`src/rtl/adc_scan_pkg.sv`:
```
package adc_scan_pkg;
  // Smallest whole cycle count covering a time span, never below one.
  function automatic int settle_cycles(input longint clk_hz, input longint span_ns);
    longint num;
    longint cyc;
    num = clk_hz * span_ns;
    cyc = (num + 64'd999_999_999) / 64'd1_000_000_000;
    if (cyc < 1) cyc = 1;
    return int'(cyc);
  endfunction

  // Channel that follows a given one in the scan order.
  function automatic int next_chan(input int cur, input int num_ch);
    return (cur >= num_ch - 1) ? 0 : cur + 1;
  endfunction
endpackage

```
`src/rtl/scan_addr_ctr.sv`:
```
module scan_addr_ctr #(
  parameter int NUM_CH = 8,
  localparam int ADDR_W = (NUM_CH > 1) ? $clog2(NUM_CH) : 1
) (
  input  logic              clk,
  input  logic              rst,
  input  logic              step,
  output logic [ADDR_W-1:0] addr
);
  import adc_scan_pkg::*;

  always_ff @(posedge clk) begin
    if (rst) begin
      addr <= '0;
    end else if (step) begin
      addr <= ADDR_W'(next_chan(int'(addr), NUM_CH));
    end
  end
endmodule

```
`src/rtl/settle_timer.sv`:
```
module settle_timer #(
  parameter int SETTLE_CYC = 300,
  localparam int CNT_W = $clog2(SETTLE_CYC + 1)
) (
  input  logic clk,
  input  logic rst,
  input  logic start,
  output logic busy,
  output logic expire,
  output logic pulse
);
  logic [CNT_W-1:0] remain;

  assign expire = busy && (remain == '0);

  always_ff @(posedge clk) begin
    if (rst) begin
      busy   <= 1'b0;
      remain <= '0;
      pulse  <= 1'b0;
    end else begin
      pulse <= 1'b0;
      if (busy) begin
        if (expire) begin
          busy  <= 1'b0;
          pulse <= 1'b1;
        end else begin
          remain <= remain - 1'b1;
        end
      end else if (start) begin
        busy   <= 1'b1;
        remain <= CNT_W'(SETTLE_CYC - 1);
      end
    end
  end
endmodule

```
`src/rtl/tag_hold.sv`:
```
module tag_hold #(
  parameter int W = 3
) (
  input  logic         clk,
  input  logic         rst,
  input  logic         load,
  input  logic [W-1:0] d,
  output logic [W-1:0] q
);
  always_ff @(posedge clk) begin
    if (rst) begin
      q <= '0;
    end else if (load) begin
      q <= d;
    end
  end
endmodule

```
`src/rtl/adc_scan_seq.sv`:
```
module adc_scan_seq #(
  parameter int CLK_HZ    = 100_000_000,
  parameter int SETTLE_NS = 3000,
  parameter int NUM_CH    = 8,
  localparam int ADDR_W     = (NUM_CH > 1) ? $clog2(NUM_CH) : 1,
  localparam int SETTLE_CYC = adc_scan_pkg::settle_cycles(longint'(CLK_HZ), longint'(SETTLE_NS))
) (
  input  logic              clk,
  input  logic              rst,
  input  logic              rate_tick,
  output logic [ADDR_W-1:0] mux_sel,
  output logic              conv_start,
  output logic [ADDR_W-1:0] chan_tag,
  output logic              settle_busy
);
  // Named internal events, also observed by the checker.
  logic tick_accept;
  logic settle_expire;

  assign tick_accept = rate_tick && !settle_busy;

  scan_addr_ctr #(.NUM_CH(NUM_CH)) u_addr (
    .clk  (clk),
    .rst  (rst),
    .step (tick_accept),
    .addr (mux_sel)
  );

  settle_timer #(.SETTLE_CYC(SETTLE_CYC)) u_timer (
    .clk    (clk),
    .rst    (rst),
    .start  (tick_accept),
    .busy   (settle_busy),
    .expire (settle_expire),
    .pulse  (conv_start)
  );

  // Capture at the same edge that raises the strobe; the select is stable then.
  tag_hold #(.W(ADDR_W)) u_tag (
    .clk  (clk),
    .rst  (rst),
    .load (settle_expire),
    .d    (mux_sel),
    .q    (chan_tag)
  );
endmodule

```
`config.mk`:
```
export PLATFORM = sky130hd
export DESIGN_NAME = adc_scan_seq
export DESIGN_NICKNAME = d
export VERILOG_FILES = /design/src/rtl/adc_scan_pkg.sv /design/src/rtl/scan_addr_ctr.sv /design/src/rtl/settle_timer.sv /design/src/rtl/tag_hold.sv /design/src/rtl/adc_scan_seq.sv
export SDC_FILE = /design/constraint.sdc
export NUM_CORES = 1
export LEC_CHECK = 0
export BUFFER_PORTS_ARGS = -buffer_cell sky130_fd_sc_hd__clkbuf_2
export CORE_MARGIN = 2
export CORE_UTILIZATION = 45
export DETAILED_ROUTE_END_ITERATION = 10
export PLACE_DENSITY = 0.63
export SLEW_MARGIN = 20
export SYNTH_ARGS = -nofsm -noshare
export SYNTH_HDL_FRONTEND = slang
export SYNTH_SLANG_ARGS = --single-unit
```
`constraint.sdc`:
```
create_clock -name clk -period 2.3 [get_ports clk]
set_input_delay 0.115 -clock clk [delete_from_list [all_inputs] [get_ports clk]]
set_output_delay 0.115 -clock clk [all_outputs]
set_load 0.01 [all_outputs]
```
; Yosys cells after proc, flatten, opt, wreduce, memory -nomap -nowiden
; Cells that the tools add are included.
[classes]
add_sub_neg = 2
mux = 8
bitwise = 1
n_reduce_logical = 7
order_cmp = 1
eq_ne = 1
[op_table]
columns = cell, count
row1 = $mux W9, 3
row2 = $logic_not A9 Y1, 1
row3 = $sub A9 B1 Y9 const B, 1
row4 = $mux W1, 4
row5 = $add A3 B1 Y3 const B, 1
row6 = $ge A3 B3 Y1 const B, 1
row7 = $mux W3, 1
row8 = $logic_and A1 B1 Y1, 2
row9 = $ne A2 B2 Y1 const B, 1
row10 = $reduce_and A2 Y1, 1
row11 = $reduce_bool A2 Y1, 1
row12 = $reduce_or A2 Y1, 1
row13 = $logic_not A1 Y1, 1
row14 = $not A1 Y1, 1
[word_totals]
ff_bits = 17
input_bits = 3
word_cells = 25
output_inout_bits = 8

; Depth between registers and ports, before layout
; Gate-level depths: netlist (run 1).
[depth]
word_depth = 4
ltp_mapped = 8
mapped_depth_nobuf = 6

; By module
; Synthesis (run 1) repeated with hierarchy kept, for this count alone.
[unflattened]
hier_cells = 84
area_unflattened_um2 = 847.1
[by_module_without_submodules]
columns = module, area_each_um2, seq_area_each_um2, cells_per_inst, instances
row1 = settle_timer, 581.8, 220.2, 61, 1
row2 = scan_addr_ctr, 150.1, 60.1, 13, 1
row3 = tag_hold, 101.3, 60.1, 9, 1
row4 = adc_scan_seq, 13.8, 0.0, 1, 1

; Least setup slack after synthesis (run 1)
; Ideal clock, no wire load.
[synth_path]
kind = reg-to-reg
from = register u_timer.remain[0]
to = register u_timer.remain[5]
arrival_ns = 1.724
synth_period_minus_slack_ns = 1.864
t_required_ns = 2.160
stages_incl_launch_ff = 9
setup_slack_ns = 0.436
n_path_buf = 2
setup_ns = 0.140
cell_sequence = dfxtp_1 -> inv_1 -> ha_1 -> or4b_1 -> buf_6 -> o21a_1 -> buf_6 -> a211oi_2 -> a311oi_2
[synth_via]
elab_chain_cells = 4
elab_cells_between_ends = 7
classes_between = 1 x add/sub / 1 x eq/ne / 2 x mux / 3 x reduce/logical
[synth_lines]
columns = item, line
row1 = "start, declared", settle_timer.sv:12  ; logic [CNT_W-1:0] remain;
row2 = "start signal, assigned", settle_timer.sv:28  ; remain <= remain - 1'b1;
row3 = "start signal, assigned", settle_timer.sv:32  ; remain <= CNT_W'(SETTLE_CYC - 1);
row4 = branches (longest 4 deep; another with $sub A9 B1 Y9), n/a
; Parallel ways; which one is timed is not known. The select of a mux whose other input is x is not followed.
; A chain may end at the register's enable or synchronous reset.

; Worst setup path after layout (run 1)
[layout_path]
from = register u_timer.remain[0]
to = register u_timer.remain[7]
; The elaborated chain is that of the path after synthesis.

==> flow_metrics.tcl, run 1 <==
set metrics [dict create \
    synth_top_area_frac 0.413 \
    total_power_mw 0.645 \
    grt_max_degree 20 \
    portBuffers 10 \
    post_drt_wl_per_cell_um 12.2 \
    period_needed_ns 2.02 \
    nNetsFinal 101 \
    synth_ff_type "dfxtp_1" \
    critPathMaxFanout 11 \
    leakage_nw 0.361 \
    place.gp.congestion 0.692 \
    area_growth_pct 10.8 \
    vias 655 \
    critical_path.startpoint_type "flip-flop" \
    clock_path_buffers 2 \
    cp.arrival_ns 2.20 \
    grt_overflow 0 \
    finalCoreUtilization 0.528 \
    die_area_mm2 0.00219 \
    grt_usage 0.150 \
    cts_resized 0 \
    synth.avg_cell_area_um2 9.92 \
    fmax_mhz 495 \
    yosysWarnings 0 \
    antenna_found_initial 0 \
    yosys-top-cells-count "dfxtp_1, nor2_1, a21oi_1, inv_1, nor3_1" \
    diodes 0 \
    wirelength_um 1450 \
    cts_tree "yes" \
    holdWs_ns 0.249 \
    cts-root-buf "clkbuf_4" \
    fillers 178 \
    fin_skew_ns 0.00534 \
    rsz0062_at_grt "false" \
    synth.most_common_cell "dfxtp_1" \
    status "complete, no violations" \
    synth_cells 83 \
    cpPeakStageDelay_ns 0.46 \
    pwr_density_cell_mw_per_mm2 707 \
    slew_headroom 0.698 \
    maxCapViolations 0 \
    worst_pin_slew_ns 0.450 \
    die_x_um 46.8 \
    fin_tns_setup_ns 0 \
    ys_seq_area_frac 0.413 \
    cp.required_ns 2.48 \
    post_cts_buffers 0 \
    drc_errors 0 \
    finalCritPeriodShare 0.878 \
    drt_iter0_markers 11 \
    synthArstFlopShare 0 \
    crit_chain "inv_1 > ha_1 > or4b_1 > o21a_1 > nand3_1 > mux2_1" \
    holdBufCountCts 0 \
    drtPass1Iterations 4 \
    ant_nets 0 \
    clkTransAtPathRegs_ns 0.10 \
    synth_edf_count 0 \
    cts.htree.levels 1 \
    drive_above_1_share 0.245 \
    crit_path_end_kind "flip-flop" \
    hp-class "input port to flip-flop" \
    dp_hpwl_um 996 \
    synth_nets 89 \
    finalHoldViolCount 0 \
    grt_pass1_vias 508 \
    slowest_stage "or4b_1" \
    ys_ff_latch 17 \
    clkSinkCount 17 \
    num_rows 15 \
    synth_top_cell_by_area "dfxtp_1" \
    coreArea_mm2 0.00173 \
    grt_pass1_wl_um 2290 \
    criticalPathCategory "flip-flop to flip-flop" \
    start_util 0.477 \
    slew_violations 0 \
    dp_cells 115 \
    syn_area_um2 823 \
    io_pins 11 \
    max-vdd-ir-drop_mv 0.470 \
    synth_area_leaders "dfxtp_1, nor2_1, a211oi_2" \
    netlist-cell-type-count 35 \
    clkLatencyLatePin_ns 0.28 \
    final_cell_count_no_fill 119 \
    cts_buffers 3 \
    die_h_um 46.8 \
    setup_viol 0 \
    vias_per_cell 5.50 \
]
-- power breakdown --
group	switching, mW	internal, mW	leakage, nW	total (mW)
Sequential	0.0289	0.316	0.139	0.345
Combinational	0.0790	0.0632	0.207	0.142
Clock	0.0907	0.0673	0.0150	0.158
-- metal layers --
layer	track usage	wire length (um)
met5	0	0
met2	0.195	593
met3	0.0346	47
met1	0.233	793
met4	0.0667	13
-- registers in the layout (all words and copies together), names as in the netlist --
signal          flops
u_timer.pulse       1
u_tag.q             3
u_timer.busy        1
u_addr.addr         3
u_timer.remain      9
-- path summary, 6_finish.rpt --
| check | cells after the start | slack [ns] | end | startpoint |
|---|---|---|---|---|
| min reg2reg | 2 | 0.50 | u_tag.q[1]$_SDFFE_PP0P_ | u_tag.q[1]$_SDFFE_PP0P_ |
| max reg2reg | 6 | 0.28 | u_timer.remain[7]$_SDFFE_PP0P_ | u_timer.remain[0]$_SDFFE_PP0P_ |
| min | 3 | 0.25 | u_timer.remain[8]$_SDFFE_PP0P_ | rate_tick |
| max | 6 | 0.28 | u_timer.remain[7]$_SDFFE_PP0P_ | u_timer.remain[0]$_SDFFE_PP0P_ |
-- cell type report --
cell class / count / area [um^2] / area share
tap: 25 / 31.3 / 0.0343
timing repair buffer: 12 / 65.1 / 0.0713
clock buffer: 4 / 26.3 / 0.0288
inverter: 4 / 15.0 / 0.0165
multi-input combinational: 57 / 434 / 0.476
sequential: 17 / 340 / 0.373
-- per-stage QoR --
| step | worst slack, ns | instance area (um^2) |
|---|---|---|
| 3_3_place_gp | 0.331 | 886 |
| 5_1_grt | 0.137 | 912 |
| 4_1_cts | 0.290 | 912 |
| 2_1_floorplan | 0.436 | 823 |
| 6_report | 0.281 | 912 |
| 3_5_place_dp | 0.308 | 886 |
-- cell usage in the layout, fill, tap and decap left out --
master	netlist	routed
a211oi_1	1	1
a211oi_2	3	3
a21oi_1	4	4
a22o_1	2	2
a311oi_2	1	1
a31o_1	1	1
a31oi_1	1	1
and3_1	1	1
buf_4	0	2
clkbuf_1	2	1
clkbuf_2	0	10
clkbuf_4	0	3
dfxtp_1	17	17
ha_1	3	3
inv_1	4	4
mux2_1	1	1
mux2i_1	3	3
nand2b_1	1	1
nand3_1	1	1
nand3b_1	1	1
nor2_1	11	11
nor2b_1	1	1
nor3_1	4	4
nor3_2	2	2
nor3_4	1	1
nor3b_1	2	2
nor4_1	2	2
nor4b_2	1	1
o211ai_1	1	1
o21a_1	1	1
o21ai_0	1	1
or3_1	1	1
or4_1	1	1
or4b_1	2	2
xnor2_1	1	1
xor2_1	1	1
-- cells by family after synthesis --
| kind of cell | synth area share |
|---|---|
| AND/OR/NAND/NOR | 0.249 |
| flip-flops | 0.413 |
| AO/OA/AOI/OAI | 0.161 |
| buffers and inverters | 0.0593 |
| multiplexers | 0.0502 |
| adder cells (fa/ha/maj) | 0.0456 |
| XOR/XNOR | 0.0213 |
-- worst max-delay path, delay by kind of cell (launching register included) --
kind	cells	cell delay, ns
adders and majority gates	1	0.18
DFF	1	0.36
buffers and inverters	1	0.07
AOI/OAI and AO/OA	1	0.36
and+or+nand+nor	2	0.62
muxes	1	0.32
(Power assumes the default switching activity.)
==> inputs of run 2 (changes only) <==
--- a/config.mk
+++ b/config.mk
@@ -5,6 +5,7 @@
 export SDC_FILE = /design/constraint.sdc
 export NUM_CORES = 1
 export LEC_CHECK = 0
+export ABC_AREA = 1
 export BUFFER_PORTS_ARGS = -buffer_cell sky130_fd_sc_hd__clkbuf_2
 export CORE_MARGIN = 2
 export CORE_UTILIZATION = 45
==> flow_metrics.tcl, run 2 <==
set metrics [dict create \
    synth_ff_type "dfxtp_1" \
    antenna_found_initial 0 \
    grt_max_degree 13 \
    cts.htree.levels 1 \
    seqPwrFrac 0.509 \
    place.gp.congestion 0.876 \
    grt_pass1_vias 629 \
    grt_overflow 0 \
    start_util 0.491 \
    num_rows 15 \
    grt_use_met3 0.0679 \
    drc_errors 0 \
    cp.required_ns 2.48 \
    cts_tree "yes" \
    vias_per_cell 4.83 \
    setup_viol 0 \
    dp_hpwl_um 1220 \
    synth_cells 118 \
    met2_usage 0.256 \
    clkTransAtPathRegs_ns 0.10 \
    critPathMaxFanout 8 \
    finalCoreUtilization 0.541 \
    top_usage_layer "met2" \
    yosysWarnings 0 \
    area_growth_pct 10.1 \
    clkSinkCount 17 \
    grt_usage 0.169 \
    drtPass1Iterations 4 \
    drt_iter0_markers 10 \
    diodes 0 \
    final_cell_mix "dfxtp_1, nand2_1, nor2_1, nand3_1, inv_1" \
    leakage_nw 0.424 \
    fillers 183 \
    synth_nets 124 \
    holdWs_ns 0.114 \
    cp.arrival_ns 1.69 \
    multi_input_area_um2 434 \
    hp-class "input port to flip-flop" \
    critical_path.startpoint_type "flip-flop" \
    holdBufCountCts 0 \
    slew_violations 0 \
    synth.avg_cell_area_um2 7.35 \
    post_drt_wl_per_cell_um 10.2 \
    pwr-share-comb 0.270 \
    ys_ff_latch 17 \
    top_register "u_timer.remain" \
    cts_buffers 3 \
    rsz0062_at_grt "false" \
    dp_cells 150 \
    slew_headroom 0.687 \
    finalCritPeriodShare 0.655 \
    status "complete, no violations" \
    synth_area_leaders "dfxtp_1, nand3_1, nand2_1" \
    wirelength_um 1570 \
    largest_reg_flops 9 \
    total_power_mw 0.689 \
    synth_top_cell_by_area "dfxtp_1" \
    clock_path_buffers 2 \
    syn_area_um2 867 \
    fin_tns_setup_ns 0 \
    netlist-cell-type-count 25 \
    intPower_mw 0.456 \
    max-vdd-ir-drop_mv 0.434 \
    hold_path_depth 2 \
    die_area_mm2 0.00229 \
    power.switching_mw 0.233 \
    swShare 0.338 \
    vias 744 \
    finalHoldViolCount 0 \
    ff2ff_path_depth 9 \
    grt_pass1_wl_um 2690 \
    synth_edf_count 0 \
    cts-root-buf "clkbuf_4" \
    die_x_um 47.9 \
    die_h_um 47.9 \
    power_frac_clock 0.221 \
    final-seq-area_um2 340 \
    worst_pin_slew_ns 0.468 \
    maxCapViolations 0 \
    final_cell_count_no_fill 154 \
    pwr_density_cell_mw_per_mm2 722 \
    post_cts_buffers 0 \
    ant_nets 0 \
    criticalPathCategory "flip-flop to flip-flop" \
    io_pins 11 \
    fin_skew_ns 0.00961 \
    crit_path_end_kind "flip-flop" \
    fmax_mhz 664 \
    period_needed_ns 1.51 \
    coreArea_mm2 0.00176 \
    synth_top_area_frac 0.392 \
    synth.most_common_cell "dfxtp_1" \
    layout_commonest_cell "dfxtp_1" \
    ys_seq_area_frac 0.392 \
    nNetsFinal 136 \
    portBuffers 10 \
    yosys-top-cells-count "dfxtp_1, nand2_1, nand3_1, nor2_1, inv_1" \
    cts_resized 0 \
    clkLatencyLatePin_ns 0.29 \
    biggestRegsByFlops "u_timer.remain: 9 flops, u_addr.addr: 3 flops, u_tag.q: 3 flops" \
    synthArstFlopShare 0 \
    grt_use_met1 0.229 \
    drive_above_1_share 0.217 \
]
-- run 2: path summary, 6_finish.rpt --
check                                                     from                              to  slack, ns
worst max-delay path            u_timer.remain[0]$_SDFFE_PP0P_  u_timer.remain[0]$_SDFFE_PP0P_       0.79
worst min-delay path                                       rst         u_timer.busy$_SDFF_PP0_       0.11
worst max register to register  u_timer.remain[0]$_SDFFE_PP0P_  u_timer.remain[0]$_SDFFE_PP0P_       0.79
worst min register to register         u_tag.q[0]$_SDFFE_PP0P_         u_tag.q[0]$_SDFFE_PP0P_       0.45
-- run 2: final cells by class --
class,instances,area share
Clock inverter,1,0.00524
Inverter,19,0.0747
Clock buffer,3,0.0236
Sequential cell,17,0.356
Timing Repair Buffer,10,0.0524
Tap cell,25,0.0328
Multi-Input combinational cell,79,0.455
-- run 2: cell families (layout without fill, tap and decap cells) --
kind of cell,Yosys count,in the layout,synth area share
simple gates,53,53,0.310
compound gates,22,22,0.137
buf+inv,22,33,0.107
flops,17,17,0.393
fa+ha+maj,3,3,0.0433
xor+xnor,1,1,0.0101
-- run 2: routing by layer --
metal / wire (um) / vias up
met5: 0 / -
met4: 6 / 0
met3: 66 / 2
met2: 710 / 14
met1: 784 / 318
li1: - / 410
-- run 2: critical path: stages (launching register included) --
cell and delay, ns:
dfxtp_1 0.32, inv_1 0.14, ha_1 0.24, nand2_2 0.08, nor2_4 0.12, nand3_2 0.13
nand2_4 0.13, nand2_2 0.10, nor2_1 0.10, nor2_1 0.05
-- run 2: through the flow --
| stage | cell area (um^2) | worst slack (ns) |
|---|---|---|
| 4_1_cts | 955 | 0.792 |
| 6_report | 955 | 0.794 |
| 2_1_floorplan | 867 | 0.931 |
| 3_5_place_dp | 927 | 0.804 |
| 5_1_grt | 955 | 0.676 |
| 3_3_place_gp | 927 | 0.832 |
-- run 2: power by group through the flow --
stage	sequential, mW	clock (mW)	combinational [mW]
global placement	0.357	0	0.186
detailed placement	0.358	0	0.187
floorplan	0.351	0	0.157
finish	0.351	0.152	0.186
CTS	0.351	0.160	0.188
global route	0.356	0.173	0.215
==> inputs of run 3 (changes only) <==
==> constraint.sdc (replaced) <==
create_clock -name clk -period 1.4 [get_ports clk]
set_input_delay 0.07 -clock clk [delete_from_list [all_inputs] [get_ports clk]]
set_output_delay 0.07 -clock clk [all_outputs]
set_load 0.01 [all_outputs]
==> flow_metrics.tcl, run 3 (same netlist as run 2, synthesis figures left out) <==
set metrics [dict create \
    cts.htree.levels 1 \
    pwr_density_cell_mw_per_mm2 1190 \
    clkSinkCount 17 \
    drive_above_1_share 0.299 \
    critical_path.startpoint_type "flip-flop" \
    drt_iter0_markers 10 \
    drtPass1Iterations 4 \
    clock_path_buffers 2 \
    post_drt_wl_per_cell_um 11.2 \
    critPathTopFamily "simple AND/OR/NAND/NOR gates" \
    maxCapViolations 0 \
    regToRegStartpoint "u_timer.remain[0]$_SDFFE_PP0P_" \
    final_cell_mix "dfxtp_1, nand2_1, nand3_1, nor2_1" \
    finalCritPeriodShare 0.987 \
    clkTransAtPathRegs_ns 0.10 \
    start_util 0.491 \
    cp.arrival_ns 1.57 \
    ant_nets 0 \
    fillers 176 \
    max-vdd-ir-drop_mv 0.627 \
    grt_pass1_wl_um 2900 \
    dp_hpwl_um 1300 \
    coreArea_mm2 0.00176 \
    die_area_mm2 0.00229 \
    cts_buffers 3 \
    worst_pin_slew_ns 0.296 \
    cp.required_ns 1.59 \
    fin_skew_ns 0.00136 \
    period_needed_ns 1.38 \
    nNetsFinal 141 \
    holdBufCountCts 0 \
    status "complete, no violations" \
    leakage_nw 0.451 \
    min-delay-start "rst" \
    crit_path_end_kind "flip-flop" \
    die_x_um 47.9 \
    crit_path_frequent_cell "nand2_4" \
    portBuffers 10 \
    rsz0062_at_grt "true" \
    hp-class "input port to flip-flop" \
    slowest_stage "dfxtp_2" \
    area_growth_pct 19.8 \
    crit_chain "inv_2 > ha_4 > nand2_4 > nor2_4 > nand3_4 > nand2_4 > nand2_4 > nor2_2 > nor2_1" \
    diodes 0 \
    grt_usage 0.187 \
    fin_area_mm2 0.00104 \
    setup_viol 0 \
    total_power_mw 1.24 \
    grt_max_degree 13 \
    cts_tree "yes" \
    layout_commonest_cell "dfxtp_1" \
    largest_reg_flops 9 \
    top_register "u_timer.remain" \
    finalHoldViolCount 0 \
    clkLatencyLatePin_ns 0.29 \
    slew_violations 0 \
    criticalPathCategory "flip-flop to flip-flop" \
    die_h_um 47.9 \
    slew_headroom 0.802 \
    worstPathBufferInverterCount 1 \
    grt_pass1_vias 689 \
    biggestRegsByFlops "u_timer.remain: 9 flops, u_addr.addr: 3 flops, u_tag.q: 3 flops" \
    placed_area_um2 950 \
    cpPeakStageDelay_ns 0.34 \
    num_rows 15 \
    grt_overflow 0 \
    drc_errors 0 \
    fmax_mhz 724 \
    critPathMaxFanout 8 \
    vias 766 \
    crit_start "u_timer.remain[0]$_SDFFE_PP0P_" \
    vias_per_cell 4.82 \
    cts-root-buf "clkbuf_4" \
    antenna_found_initial 0 \
    wirelength_um 1790 \
    place.gp.congestion 0.854 \
    io_pins 11 \
]
==> run 3: cell count changes in the layout (fill, tap and decap cells not counted), moves of 2 or more <==
cell     before  now
inv_1        12   10
buf_4         0    5
nand2_4       1    3
dfxtp_1      17   15
dfxtp_2       0    2
inv_2         4    6
==> run 3: path summary, 6_finish.rpt <==
kind | cells past startpoint | slack [ns] | endpoint
min reg2reg | 2 | 0.45 | u_tag.q[0]$_SDFFE_PP0P_
min | 2 | 0.06 | u_timer.remain[1]$_SDFFE_PP0P_
max reg2reg | 9 | 0.02 | u_timer.remain[0]$_SDFFE_PP0P_
max | 9 | 0.02 | u_timer.remain[0]$_SDFFE_PP0P_
==> run 3: stage by stage <==
step / TNS [ns] / cells / utilization / worst slack (ns) / hold WS, ns
detailed placement: 0 / 153 / 0.538 / 0.0244 / 0.385
global placement: 0 / 153 / 0.538 / 0.0585 / 0.380
finish: 0 / 159 / 0.589 / 0.0179 / 0.0630
floorplan: 0 / 118 / - / 0.0314 / 0.319
global route: -0.261 / 159 / 0.589 / -0.0593 / 0.0613
CTS: 0 / 157 / 0.554 / 0.0154 / 0.0630
==> run 3: layout make-up <==
cell class | instances | area, um^2 | share of cell area
Clock buffer | 3 | 22.5 | 0.0217
Clock inverter | 1 | 5.00 | 0.00482
Inverter | 19 | 71.3 | 0.0687
Multi-Input combinational cell | 79 | 478 | 0.460
Sequential cell | 17 | 343 | 0.330
Tap cell | 25 | 31.3 | 0.0301
Timing Repair Buffer | 15 | 87.6 | 0.0843
==> run 3: report_power, final <==
| part | switching (mW) | internal, mW |
|---|---|---|
| sequential | 0.0411 | 0.531 |
| clock | 0.156 | 0.106 |
| combinational | 0.241 | 0.163 |
==> run 3: metal layers <==
| layer | vias up | track usage | routed length, um |
|---|---|---|---|
| li1 | 419 | - | - |
| met1 | 327 | 0.258 | 861 |
| met2 | 16 | 0.259 | 799 |
| met3 | 4 | 0.0491 | 88 |
| met4 | 0 | 0.114 | 37 |
| met5 | - | 0 | 0 |
==> run 3: worst register-to-register path, delay by kind of cell (launching register included) <==
family	cells	cell delay, ns
and+or+nand+nor	7	0.75
DFF	1	0.34
adders and majority gates	1	0.14
buffers and inverters	1	0.07
==> run 3: timing repair <==
item | in CTS | in global routing
setup endpoints to repair | 0 | 11
endpoints found under the hold margin | 0 | 0
gates resized for setup | 0 | 13
setup buffers | 0 | 2
